==> src/rtl/nand_ecc_pkg.sv <==
package nand_ecc_pkg;
    typedef enum logic [1:0] {
        REG_CTRL = 2'd0,
        REG_CFG  = 2'd1,
        REG_SIZE = 2'd2,
        REG_NONE = 2'd3
    } ecc_reg_e;

    localparam int CLR_BIT  = 8;
    localparam int EN_BIT   = 0;
    localparam int CS_LSB   = 1;
    localparam int WIDE_BIT = 7;
    localparam int SIZE_LSB = 22;
    localparam int ODD_LSB  = 16;
    localparam int POS_PAIRS = 3;
endpackage

==> src/rtl/nand_ecc_lane.sv <==
module nand_ecc_lane #(
    parameter int ADDR_BITS = 9,
    localparam int NP = nand_ecc_pkg::POS_PAIRS + ADDR_BITS
) (
    input  logic [7:0]           byte_i,
    input  logic [ADDR_BITS-1:0] addr_i,
    output logic [NP-1:0]        even_o,
    output logic [NP-1:0]        odd_o
);
    logic par;

    always_comb begin
        par = ^byte_i;
        even_o[0] = ^(byte_i & 8'h55);
        odd_o[0]  = ^(byte_i & 8'hAA);
        even_o[1] = ^(byte_i & 8'h33);
        odd_o[1]  = ^(byte_i & 8'hCC);
        even_o[2] = ^(byte_i & 8'h0F);
        odd_o[2]  = ^(byte_i & 8'hF0);
    end

    for (genvar k = 0; k < ADDR_BITS; k++) begin : g_addr
        assign even_o[nand_ecc_pkg::POS_PAIRS+k] = par & ~addr_i[k];
        assign odd_o[nand_ecc_pkg::POS_PAIRS+k]  = par &  addr_i[k];
    end
endmodule

==> src/rtl/nand_ecc_pack.sv <==
module nand_ecc_pack #(
    parameter int NP = 12
) (
    input  logic [NP-1:0] pe_i,
    input  logic [NP-1:0] po_i,
    output logic [31:0]   result_o,
    output logic [23:0]   code_o
);
    always_comb begin
        result_o = '0;
        result_o[NP-1:0] = pe_i;
        result_o[nand_ecc_pkg::ODD_LSB +: NP] = po_i;
        code_o = {result_o[27:24], result_o[11:8], result_o[23:16], result_o[7:0]};
    end
endmodule

==> src/rtl/nand_ecc_gen.sv <==
module nand_ecc_gen #(
    parameter int SIZE_W    = 10,
    parameter int CS_W      = 3,
    parameter int ADDR_BITS = 9,
    parameter int DEF_SIZE  = 255
) (
    input  logic            clk,
    input  logic            rst_n,
    input  logic            reg_wr,
    input  logic [1:0]      reg_addr,
    input  logic [31:0]     reg_wdata,
    input  logic            data_valid,
    input  logic [CS_W-1:0] data_cs,
    input  logic [15:0]     data_in,
    output logic [31:0]     result_o,
    output logic [23:0]     code_o,
    output logic            done_o
);
    import nand_ecc_pkg::*;

    localparam int NP    = POS_PAIRS + ADDR_BITS;
    localparam int CNT_W = SIZE_W + 2;
    localparam int LANES = 2;

    typedef struct packed {
        logic              en;
        logic              wide;
        logic [CS_W-1:0]   cs;
        logic [SIZE_W-1:0] size;
        logic [CNT_W-1:0]  cnt;
        logic [NP-1:0]     pe;
        logic [NP-1:0]     po;
    } state_t;

    state_t st_d, st_q;

    logic [ADDR_BITS-1:0] lane_addr [LANES];
    logic [NP-1:0]        lane_e    [LANES];
    logic [NP-1:0]        lane_o    [LANES];
    logic [CNT_W-1:0]     limit;
    logic                 take;
    logic                 unused_ok;

    assign unused_ok = ^{reg_wdata[SIZE_LSB-1:CLR_BIT+1], reg_wdata[WIDE_BIT-1:CS_LSB+CS_W]};

    always_comb begin
        lane_addr[0] = st_q.wide ? {st_q.cnt[ADDR_BITS-2:0], 1'b0} : st_q.cnt[ADDR_BITS-1:0];
        lane_addr[1] = {st_q.cnt[ADDR_BITS-2:0], 1'b1};
    end

    for (genvar l = 0; l < LANES; l++) begin : g_lane
        nand_ecc_lane #(.ADDR_BITS(ADDR_BITS)) u_lane (
            .byte_i (data_in[8*l +: 8]),
            .addr_i (lane_addr[l]),
            .even_o (lane_e[l]),
            .odd_o  (lane_o[l])
        );
    end

    always_comb begin
        st_d  = st_q;
        limit = st_q.wide ? (CNT_W'(st_q.size) + CNT_W'(1))
                          : ({1'b0, st_q.size, 1'b0} + CNT_W'(2));
        done_o = (st_q.cnt >= limit);
        take   = st_q.en && data_valid && (data_cs == st_q.cs) && !done_o;

        if (take) begin
            st_d.cnt = st_q.cnt + CNT_W'(1);
            st_d.pe  = st_q.pe ^ lane_e[0] ^ (st_q.wide ? lane_e[1] : '0);
            st_d.po  = st_q.po ^ lane_o[0] ^ (st_q.wide ? lane_o[1] : '0);
        end

        if (reg_wr) begin
            unique case (ecc_reg_e'(reg_addr))
                REG_CTRL: if (reg_wdata[CLR_BIT]) begin
                    st_d.cnt = '0;
                    st_d.pe  = '0;
                    st_d.po  = '0;
                end
                REG_CFG: begin
                    st_d.en   = reg_wdata[EN_BIT];
                    st_d.wide = reg_wdata[WIDE_BIT];
                    st_d.cs   = reg_wdata[CS_LSB +: CS_W];
                end
                REG_SIZE: st_d.size = reg_wdata[SIZE_LSB +: SIZE_W];
                default: ;
            endcase
        end
    end

    always_ff @(posedge clk or negedge rst_n) begin
        if (!rst_n) begin
            st_q      <= '0;
            st_q.size <= SIZE_W'(DEF_SIZE);
        end else begin
            st_q <= st_d;
        end
    end

    nand_ecc_pack #(.NP(NP)) u_pack (
        .pe_i     (st_q.pe),
        .po_i     (st_q.po),
        .result_o (result_o),
        .code_o   (code_o)
    );
endmodule

==> config.mk <==
export PLATFORM = sky130hd
export DESIGN_NAME = nand_ecc_gen
export DESIGN_NICKNAME = d
export VERILOG_FILES = /design/src/rtl/nand_ecc_pkg.sv /design/src/rtl/nand_ecc_lane.sv /design/src/rtl/nand_ecc_pack.sv /design/src/rtl/nand_ecc_gen.sv
export SDC_FILE = /design/constraint.sdc
export NUM_CORES = 1
export LEC_CHECK = 0
export CAP_MARGIN = 20
export CORE_ASPECT_RATIO = 1.2
export CORE_UTILIZATION = 41
export DETAILED_ROUTE_END_ITERATION = 16
export MAX_ROUTING_LAYER = met4
export PLACE_DENSITY = 0.71
export SLEW_MARGIN = 20
export SYNTH_ARGS = -nofsm -noshare
export SYNTH_HDL_FRONTEND = slang
export SYNTH_SLANG_ARGS = --single-unit
==> constraint.sdc <==
create_clock -name clk -period 8.7 [get_ports clk]
set_input_delay 2.175 -clock clk [delete_from_list [all_inputs] [get_ports clk]]
set_output_delay 2.175 -clock clk [all_outputs]
set_load 0.05 [all_outputs]
==> flow_metrics.tcl <==
set metrics [dict create \
    final_common_cell "clkdlybuf4s50_1" \
    dpl_worst_slack_ns 2.646 \
    clkTransAtPathRegs_ns 0.07 \
    power.total_w 0.001188 \
    cap_violations 0 \
    n_antenna_cell 0 \
    instances_no_fill 621 \
    finalNetCount 568 \
    ioPinCount 114 \
    hold_depth 1 \
    yosys_warnings 0 \
    critPathSlowestCell "dfrtp_1" \
    reg2reg_depth 12 \
    synth-seq-area-share_pct 31.31 \
    power_density_nw_per_um2 244.7 \
    via_per_inst 5.462 \
    ir_worst_vdd_mv 0.1594 \
    post-cts-setup-buffers 0 \
    regArea_sq_um 1286 \
    ys_ff_latch 51 \
    drv_slew 0 \
    die-area_sq_um 10420 \
    avgSynthCellArea_sq_um 8.684 \
    cp.arrival_ns 4.18 \
    port_buffers 89 \
    timing.final.crit_share_pct 73.09 \
    synthSimpleGateAreaFrac_pct 17.54 \
    num_rows 39 \
    path_class "reg2out" \
    worst_pin_slew_ns 0.7628 \
    rsz0062_at_grt "no" \
    grt_pass1_wl_um 14720 \
    cp_top_family "buffers and inverters" \
    seq_power_share_pct 29.7 \
    drive_gt1_share_pct 9.036 \
    drt_iter0_drc 126 \
    synth-async-reset-ratio_pct 100.0 \
    synth_top_family_by_area "simple AND/OR/NAND/NOR gates" \
    clkPwrFrac_pct 19.3 \
    setup-tns-final_ns 0 \
    clkSinkCount 51 \
    numCtsBuffers 5 \
    grt_max_degree 52 \
    fp.dieH_um 111.6 \
    fillerInstances 884 \
    grt_pass1_vias 3157 \
    crit_buf_inv 3 \
    cts_resized 0 \
    hold_buffers 0 \
    synthToLayoutAreaGrowth_pct 18.22 \
    cts_tree "done" \
    synth.distinct_cells 47 \
    required_ns 6.53 \
    routed-via-count 3392 \
    synth_edf_count 0 \
    cp.depth 10 \
    cts.htree.levels 2 \
    max_freq_mhz 157.3 \
    grt_use_total_pct 17.83 \
    drtAntennaViolNets 0 \
    leakage_nw 2.016 \
    worst_slack_ns 2.341 \
    critPathMaxFanout 27 \
    synth_fa_ha_area_share_pct 4.264 \
    setup_viol 0 \
    combPwrFrac_pct 51.0 \
    r2r_slack_ns 4.08 \
    path_common_cell "a21o_1" \
    wl_per_cell_um 14.38 \
    drtPass1Iterations 6 \
    placed_cells 612 \
    clock_latency_ns 0.29 \
    r2r_end "st_q[16]$_DFF_PN0_" \
    switchingPower_w 0.0005376 \
    gp_congestion 0.8280 \
    cts_root_buffer "clkbuf_16" \
    synthFlopType "dfrtp_1" \
    hp-class "reg2reg" \
    endpoint_kind "output port" \
    overflow 0 \
    multi_input_comb_area_sq_um 2270 \
    dp_hpwl_um 6563 \
    drc 0 \
    cp-start-kind "flop" \
    p_sw_share_pct 45.25 \
    reg2reg_from "st_q[49]$_DFFE_PN0P_" \
    synth_compound_area_share_pct 15.35 \
    skew_ns 0.007827 \
    wl_um 8928 \
    syn-cell-area_sq_um 4108 \
    final_cell_mix "88 x clkdlybuf4s50_1, 54 x nand2_1, 43 x dfrtp_1, 33 x xnor2_1, 30 x a21oi_1" \
    synthMuxAreaShare_pct 8.011 \
    outcome "complete, no violations" \
    die_w_um 93.37 \
    min_to "st_q[50]$_DFFE_PN0P_" \
    cpPeakStageDelay_ns 0.77 \
    worstHoldStart "st_q[50]$_DFFE_PN0P_" \
    start_util_pct 42.73 \
    synthCells 473 \
    coreArea_sq_um 9613 \
    cp_cell_sequence "buf_4 > inv_1 > or3_1 > o211ai_1 > ha_1 > a21o_1 > a21o_1 > a2111oi_4 > nand2_1 > clkdlybuf4s50_1" \
    relSlewSlack_pct 49.14 \
    synth-xor-area-share_pct 9.168 \
    cts_buffer_depth 2 \
    internal-power_w 0.0006505 \
    antenna_found_initial 0 \
    period_minus_slack_ns 6.359 \
    hold_viol_final 0 \
]
-- sequential cells by signal (all words and copies together), names as in the netlist --
register and count:
st_q 43, lane_addr 8
-- cells by family after synthesis --
family                     Yosys count
xor gates and xnor gates            43
and+or+nand+nor                    144
DFF                                 51
other                                1
adders and majority gates           14
AOI/OAI and AO/OA                   92
muxes                               31
buffers and inverters               97
-- final cells by class --
class | count | share of cell area (%)
Clock buffer | 6 | 2.860
Multi-Input combinational cell | 332 | 46.74
Inverter | 14 | 1.082
Sequential cell | 51 | 26.49
Clock inverter | 2 | 0.7215
Timing Repair Buffer | 93 | 18.94
Tap cell | 123 | 3.169
-- synthesized netlist by cell type (8+ instances only) --
cell type / number / share of area [%]
nand4_1: 10 / 1.5
or3_1: 12 / 1.8
nand2_1: 54 / 4.9
mux2_2: 15 / 4.1
mux2i_1: 16 / 3.9
a21oi_1: 30 / 3.7
o31ai_1: 9 / 1.6
nand2b_1: 16 / 2.4
buf_4: 56 / 10
o21ai_0: 19 / 2.3
xor2_1: 10 / 2.1
ha_1: 14 / 4.3
clkbuf_1: 21 / 1.9
nor2_1: 19 / 1.7
nand3_1: 10 / 1.2
dfrtp_1: 43 / 26
inv_1: 14 / 1.3
xnor2_1: 33 / 7.0
dfstp_2: 8 / 5.1
-- through the flow --
step                hold slack, ns  utilization, %  instance area, sq um
floorplan                   0.4798               -                  4134
global placement            0.4991           48.51                  4663
detailed placement          0.4993           48.51                  4663
CTS                         0.5153           50.32                  4837
global route                0.5217           50.51                  4856
finish                      0.5135           50.51                  4856
-- how the worst max path moves through the flow --
stage	startpoint	end	slack (ns)
after floorplan	st_q[38]$_DFFE_PN1P_	done_o	3.39
after global placement	st_q[49]$_DFFE_PN0P_	done_o	2.71
after detailed placement	st_q[49]$_DFFE_PN0P_	done_o	2.65
after CTS	st_q[49]$_DFFE_PN0P_	done_o	2.35
after global routing	st_q[49]$_DFFE_PN0P_	done_o	2.07
final	st_q[49]$_DFFE_PN0P_	done_o	2.34
-- power groups by stage --
stage | Sequential (W) | Combinational (W) | Clock [W]
floorplan | 0.000329 | 0.000536 | 0
global placement | 0.000352 | 0.000592 | 0
detailed placement | 0.000357 | 0.000603 | 0
CTS | 0.000354 | 0.000606 | 0.000236
global route | 0.000363 | 0.000646 | 0.000244
finish | 0.000353 | 0.000606 | 0.000229
-- layer usage --
layer | share of wire [%] | wire length, um | GRT usage, % | up-vias
met1 | 42 | 3709 | 21.09 | 1630
met2 | 51 | 4579 | 30.69 | 101
met4 | 2.4 | 214 | 6.154 | 0
met5 | 0 | 0 | - | -
li1 | - | - | - | 1640
met3 | 4.8 | 425 | 2.527 | 21
(Power assumes the default switching activity.)
